==> src/rtl/fseq_pkg.sv <==
package fseq_pkg;

  localparam int CTL_W = 3;

  typedef enum logic [CTL_W-1:0] {
    CTL_SEQ  = 3'd0,
    CTL_BEQ  = 3'd1,
    CTL_BNE  = 3'd2,
    CTL_JMP  = 3'd3,
    CTL_JAL  = 3'd4,
    CTL_JREG = 3'd5
  } ctl_e;

  typedef enum logic [1:0] {
    SRC_SEQ = 2'd0,
    SRC_BR  = 2'd1,
    SRC_JMP = 2'd2,
    SRC_REG = 2'd3
  } npc_src_e;

endpackage

==> src/rtl/fseq_incr.sv <==
module fseq_incr #(
  parameter int ADDR_W = 32,
  parameter int STEP   = 4
) (
  input  logic [ADDR_W-1:0] addr_i,
  output logic [ADDR_W-1:0] succ_o
);
  localparam logic [ADDR_W-1:0] STEP_V = ADDR_W'(STEP);

  always_comb succ_o = addr_i + STEP_V;
endmodule

==> src/rtl/fseq_branch_tgt.sv <==
module fseq_branch_tgt #(
  parameter int ADDR_W = 32,
  parameter int IMM_W  = 16,
  parameter int ALIGN  = 2
) (
  input  logic [ADDR_W-1:0] succ_i,
  input  logic [IMM_W-1:0]  imm_i,
  output logic [ADDR_W-1:0] tgt_o
);
  localparam int EXT_W = ADDR_W - IMM_W - ALIGN;

  logic [ADDR_W-1:0] byte_ofs;

  generate
    if (EXT_W > 0) begin : g_ext
      always_comb byte_ofs = {{EXT_W{imm_i[IMM_W-1]}}, imm_i, {ALIGN{1'b0}}};
    end else begin : g_trunc
      logic [IMM_W+ALIGN-1:0] wide;
      always_comb begin
        wide     = {imm_i, {ALIGN{1'b0}}};
        byte_ofs = wide[ADDR_W-1:0];
      end
    end
  endgenerate

  always_comb tgt_o = succ_i + byte_ofs;
endmodule

==> src/rtl/fseq_jump_tgt.sv <==
module fseq_jump_tgt #(
  parameter int ADDR_W = 32,
  parameter int JF_W   = 26,
  parameter int ALIGN  = 2
) (
  input  logic [ADDR_W-1:0] succ_i,
  input  logic [JF_W-1:0]   jfield_i,
  output logic [ADDR_W-1:0] tgt_o
);
  localparam int REGION_W = ADDR_W - JF_W - ALIGN;

  generate
    if (REGION_W > 0) begin : g_region
      always_comb tgt_o = {succ_i[ADDR_W-1 -: REGION_W], jfield_i, {ALIGN{1'b0}}};
    end else begin : g_flat
      always_comb tgt_o = {jfield_i[ADDR_W-ALIGN-1:0], {ALIGN{1'b0}}};
    end
  endgenerate
endmodule

==> src/rtl/fseq_npc_sel.sv <==
module fseq_npc_sel
  import fseq_pkg::*;
#(
  parameter int ADDR_W = 32
) (
  input  logic [CTL_W-1:0]  ctl_i,
  input  logic              eq_i,
  input  logic [ADDR_W-1:0] seq_i,
  input  logic [ADDR_W-1:0] br_i,
  input  logic [ADDR_W-1:0] jmp_i,
  input  logic [ADDR_W-1:0] reg_i,
  output logic [ADDR_W-1:0] npc_o,
  output logic              link_o
);
  ctl_e     cls;
  npc_src_e src;

  always_comb begin
    cls    = ctl_e'(ctl_i);
    src    = SRC_SEQ;
    link_o = 1'b0;
    case (cls)
      CTL_BEQ:  src = eq_i  ? SRC_BR : SRC_SEQ;
      CTL_BNE:  src = !eq_i ? SRC_BR : SRC_SEQ;
      CTL_JMP:  src = SRC_JMP;
      CTL_JAL: begin
        src    = SRC_JMP;
        link_o = 1'b1;
      end
      CTL_JREG: src = SRC_REG;
      default:  src = SRC_SEQ;
    endcase
  end

  always_comb begin
    case (src)
      SRC_BR:  npc_o = br_i;
      SRC_JMP: npc_o = jmp_i;
      SRC_REG: npc_o = reg_i;
      default: npc_o = seq_i;
    endcase
  end
endmodule

==> src/rtl/fetch_addr_seq.sv <==
module fetch_addr_seq
  import fseq_pkg::*;
#(
  parameter int              ADDR_W     = 32,
  parameter int              IMM_W      = 16,
  parameter int              JF_W       = 26,
  parameter logic [ADDR_W-1:0] START_ADDR = 32'h0040_0000
) (
  input  logic              clk,
  input  logic              rst,
  input  logic [CTL_W-1:0]  ctl_i,
  input  logic [IMM_W-1:0]  imm_i,
  input  logic [JF_W-1:0]   jfield_i,
  input  logic [ADDR_W-1:0] reg_val_i,
  input  logic              eq_i,
  output logic [ADDR_W-1:0] pc_o,
  output logic [ADDR_W-1:0] link_val_o,
  output logic              link_en_o
);
  localparam int ALIGN = 2;
  localparam int STEP  = 1 << ALIGN;

  logic [ADDR_W-1:0] pc_q;
  logic [ADDR_W-1:0] succ;
  logic [ADDR_W-1:0] br_tgt;
  logic [ADDR_W-1:0] jmp_tgt;
  logic [ADDR_W-1:0] npc;
  logic              do_link;
  logic [ADDR_W-1:0] link_q;
  logic              link_en_q;

  fseq_incr #(.ADDR_W(ADDR_W), .STEP(STEP)) u_incr (
    .addr_i (pc_q),
    .succ_o (succ)
  );

  fseq_branch_tgt #(.ADDR_W(ADDR_W), .IMM_W(IMM_W), .ALIGN(ALIGN)) u_br (
    .succ_i (succ),
    .imm_i  (imm_i),
    .tgt_o  (br_tgt)
  );

  fseq_jump_tgt #(.ADDR_W(ADDR_W), .JF_W(JF_W), .ALIGN(ALIGN)) u_jmp (
    .succ_i   (succ),
    .jfield_i (jfield_i),
    .tgt_o    (jmp_tgt)
  );

  fseq_npc_sel #(.ADDR_W(ADDR_W)) u_sel (
    .ctl_i  (ctl_i),
    .eq_i   (eq_i),
    .seq_i  (succ),
    .br_i   (br_tgt),
    .jmp_i  (jmp_tgt),
    .reg_i  (reg_val_i),
    .npc_o  (npc),
    .link_o (do_link)
  );

  always_ff @(posedge clk) begin
    if (rst) begin
      pc_q      <= START_ADDR;
      link_q    <= '0;
      link_en_q <= 1'b0;
    end else begin
      pc_q      <= npc;
      link_en_q <= do_link;
      if (do_link) link_q <= succ;
    end
  end

  assign pc_o       = pc_q;
  assign link_val_o = link_q;
  assign link_en_o  = link_en_q;
endmodule

==> config.mk <==
export PLATFORM = sky130hd
export DESIGN_NAME = fetch_addr_seq
export DESIGN_NICKNAME = d
export VERILOG_FILES = /design/src/rtl/fseq_pkg.sv /design/src/rtl/fseq_incr.sv /design/src/rtl/fseq_branch_tgt.sv /design/src/rtl/fseq_jump_tgt.sv /design/src/rtl/fseq_npc_sel.sv /design/src/rtl/fetch_addr_seq.sv
export SDC_FILE = /design/constraint.sdc
export NUM_CORES = 1
export LEC_CHECK = 0
export BUFFER_PORTS_ARGS = -buffer_cell sky130_fd_sc_hd__buf_4
export CAP_MARGIN = 20
export CORE_UTILIZATION = 50
export CTS_CLUSTER_SIZE = 20
export DETAILED_ROUTE_END_ITERATION = 10
export HOLD_SLACK_MARGIN = 0.03
export PLACE_DENSITY_LB_ADDON = 0.2
export SLEW_MARGIN = 20
export SYNTH_ARGS = -nofsm -noshare
export SYNTH_HDL_FRONTEND = slang
export SYNTH_SLANG_ARGS = --single-unit
==> constraint.sdc <==
create_clock -name clk -period 4.5 [get_ports clk]
set_input_delay 0.9 -clock clk [delete_from_list [all_inputs] [get_ports clk]]
set_output_delay 0.9 -clock clk [all_outputs]
set_load 0.05 [all_outputs]
==> results.py <==
metrics = {
    "run_status": {
        "outcome": "complete, no violations",
    },
    "worst_setup_path": {
        "worst_r2r_path_depth": 13,
        "crit_path_start_kind": "flop",
        "arrival_ns": 4.48,
        "critPathMaxFanout": 7,
        "worstPathRequired_ns": 4.68,
        "crit_type": "reg2reg",
        "crit_path_end_kind": "flop",
    },
    "global_routing": {
        "grt_use_total_pct": 32.9,
        "grt_most_used_layer": "met1",
        "grt-ovfl-total": 0,
        "grtUsageMet3_pct": 6.52,
        "grt_pass1_vias": 4867,
        "grt_max_degree": 72,
        "met1_usage_pct": 49.2,
        "grt_util_met2_pct": 48.3,
        "antenna_found_initial": 0,
        "grt_pass1_wl_um": 25700,
    },
    "synthesis": {
        "synth_edf_count": 0,
        "ys_seq_area_share_pct": 26.7,
        "avgSynthCellArea_um2": 7.63,
        "synth_cell_types": 66,
        "ys_async_sr_fraction_pct": 0,
        "yosysMostFrequentCell": "nor2_1",
        "yosys_warnings": 0,
        "synth_nets": 753,
        "synth_top_cells_by_count": "86 x nor2_1, 65 x dfxtp_1, 55 x nand2_1",
        "synth_cells": 638,
        "synth_seq_cells": 65,
        "syn_area_mm2": 0.00487,
        "synth-main-ff-cell": "dfxtp_1",
        "synth_largest_area_cell": "dfxtp_1",
        "yosys-top-cells-area": "dfxtp_1 27%, ha_1 8.7%, nor2_1 6.6%, a21oi_1 5.4%, xnor2_1 4.5%",
        "synth_top_area_share_pct": 26.7,
    },
    "final_layout": {
        "final_core_util_pct": 67.5,
        "nets": 882,
        "drive_gt1_share_pct": 24.6,
        "fillers": 829,
        "n_antenna_cell": 0,
        "syn_to_final_growth_pct": 29.2,
        "finalInstanceArea_mm2": 0.00629,
    },
    "placed_design": {
        "gp_congestion": 0.984,
        "dp_hpwl_um": 13000,
        "numPortBuffers": 144,
        "postPlaceCellArea_mm2": 0.00605,
    },
    "die": {
        "die_h_um": 101,
        "die_x_um": 101,
        "initial_utilization_pct": 52.2,
        "io_pins": 145,
        "die-area_mm2": 0.0101,
        "core_mm2": 0.00933,
        "num_rows": 35,
    },
    "min_path": {
        "min_path_cells": 2,
        "hold_path.class": "reg2reg",
    },
    "power_and_ir_drop": {
        "intPower_mw": 1.21,
        "netSwitchingFraction_pct": 37.5,
        "finalPower_mw": 1.93,
        "pwr-share-comb_pct": 38.2,
        "clockPowerShare_pct": 27.8,
        "vdd_drop_max_mv": 0.164,
        "p_per_area_mw_per_mm2": 307,
        "p_leak_nw": 2.82,
        "p_seq_share_pct": 34.1,
        "p_sw_mw": 0.725,
    },
    "sta": {
        "finalHoldViolCount": 0,
        "finalClockSkew_ns": 0.00872,
        "fin_crit_sh_pct": 95.5,
        "slew_violations": 0,
        "finalCriticalPeriod_ns": 4.30,
        "tightest_slew_ns": 0.778,
        "tns_ns": 0,
        "relSlewSlack_pct": 48.1,
        "fmax_mhz": 233,
        "finalSetupViolCount": 0,
        "rsz0062_at_grt": "false",
        "holdWs_ns": 0.464,
    },
    "clock_tree": {
        "cts_tree": "done",
        "clockBufferDepth": 2,
        "numCtsBuffers": 9,
        "path_clk_slew_ns": 0.07,
        "cts_hold_buf": 0,
        "htreeDepth": 3,
        "clkLatencyLatePin_ns": 0.33,
        "clock-sinks": 65,
        "cts_root_buffer": "clkbuf_8",
    },
    "route": {
        "vias": 5429,
        "firstDrtPassIters": 6,
        "drt-initial-drc-count": 502,
        "wirelength_um": 16800,
        "post_drt_wl_per_cell_um": 18.7,
        "vias_per_cell": 6.03,
        "ant_nets": 0,
        "drc": 0,
    },
    "job": {
        "drv_cap": 0,
    },
}
-- area by class of cell --
class / instances / area (µm²) / area share [%]
clock buffers: 11 / 141 / 2.25
well taps: 129 / 161 / 2.56
flip-flops and latches: 65 / 1300 / 20.7
multi-input cells: 512 / 3360 / 53.3
inverters: 24 / 90.1 / 1.43
clock inverters: 5 / 78.8 / 1.25
repair buffers: 155 / 1160 / 18.5
-- worst paths after layout --
check | startpoint | endpoint | slack [ns]
max | pc_o[2] | pc_o[21] | 0.20
min | link_val_o[0] | link_val_o[0] | 0.46
max reg2reg | pc_o[2] | pc_o[21] | 0.20
min reg2reg | link_val_o[0] | link_val_o[0] | 0.46
-- flip-flops by register name (all words and copies together), names as in the netlist --
signal	count
link_en_o	1
pc_o	32
link_val_o	32
-- worst max-delay path, cell delays in order, from the launching register on --
cell and delay (ns):
dfxtp_1 0.46, ha_1 0.27, inv_1 0.05, or4_2 0.79, nor2_2 0.21, nand3_1 0.14
xnor2_2 0.25, ha_1 0.35, a21oi_1 0.20, o21ai_0 0.20, a21oi_1 0.21, a21bo_2 0.27
or3_1 0.30, a311oi_1 0.44
-- power groups by stage --
stage	Combinational [mW]	Clock (mW)	Sequential, mW
2_1_floorplan	0.350	0	0.794
3_3_place_gp	0.712	0	0.667
3_5_place_dp	0.719	0	0.671
4_1_cts	0.723	0.542	0.657
5_1_grt	0.792	0.571	0.663
6_report	0.738	0.537	0.659
-- per-layer routing --
layer  up-vias  routed length [µm]  part of all wire [%]
li1       2617                   -                     -
met3        10                1860                    11
met2       318                7180                    43
met1      2484                7700                    46
met5         -                   0                     0
met4         0                 107                  0.64
-- stage by stage --
| step | instances | worst slack [ns] |
|---|---|---|
| 2_1_floorplan | 638 | 0.221 |
| 3_3_place_gp | 885 | 0.363 |
| 3_5_place_dp | 885 | 0.235 |
| 4_1_cts | 901 | 0.222 |
| 5_1_grt | 901 | 0.0164 |
| 6_report | 901 | 0.204 |
-- cells by family after synthesis --
family | count (synthesis) | synth area share (%)
and+or+nand+nor | 251 | 25.2
AOI/OAI and AO/OA | 181 | 25.8
DFF | 65 | 26.7
buffers and inverters | 61 | 5.03
xor gates and xnor gates | 44 | 7.91
adders and majority gates | 35 | 9.14
muxes | 1 | 0.206
-- cells in the final DEF (no fill, tap or decap), types with 3 or more instances in the layout --
cell type	n
a2111o_1	4
a2111oi_0	3
a211oi_1	15
a21o_1	11
a21oi_1	52
a221oi_1	14
a222oi_1	14
a22oi_1	6
a31oi_1	4
and2_1	3
and3_1	4
buf_4	155
clkbuf_8	10
dfxtp_1	65
ha_1	34
inv_1	24
nand2_1	54
nand2b_1	4
nand3_1	23
nand3b_1	3
nand4_1	13
nor2_1	85
nor2b_1	3
nor3_1	28
o211ai_1	7
o21ai_0	24
o21bai_1	4
o221ai_1	3
o22ai_1	3
or2_2	4
or3_1	4
or4_1	3
xnor2_1	23
xor2_1	19
-- what timing repair did --
action                     CTS  global route
resized for setup            0             4
buffers inserted             0             0
setup endpoints to repair    0             2
Note: power is estimated with default switching activity, not from simulation.
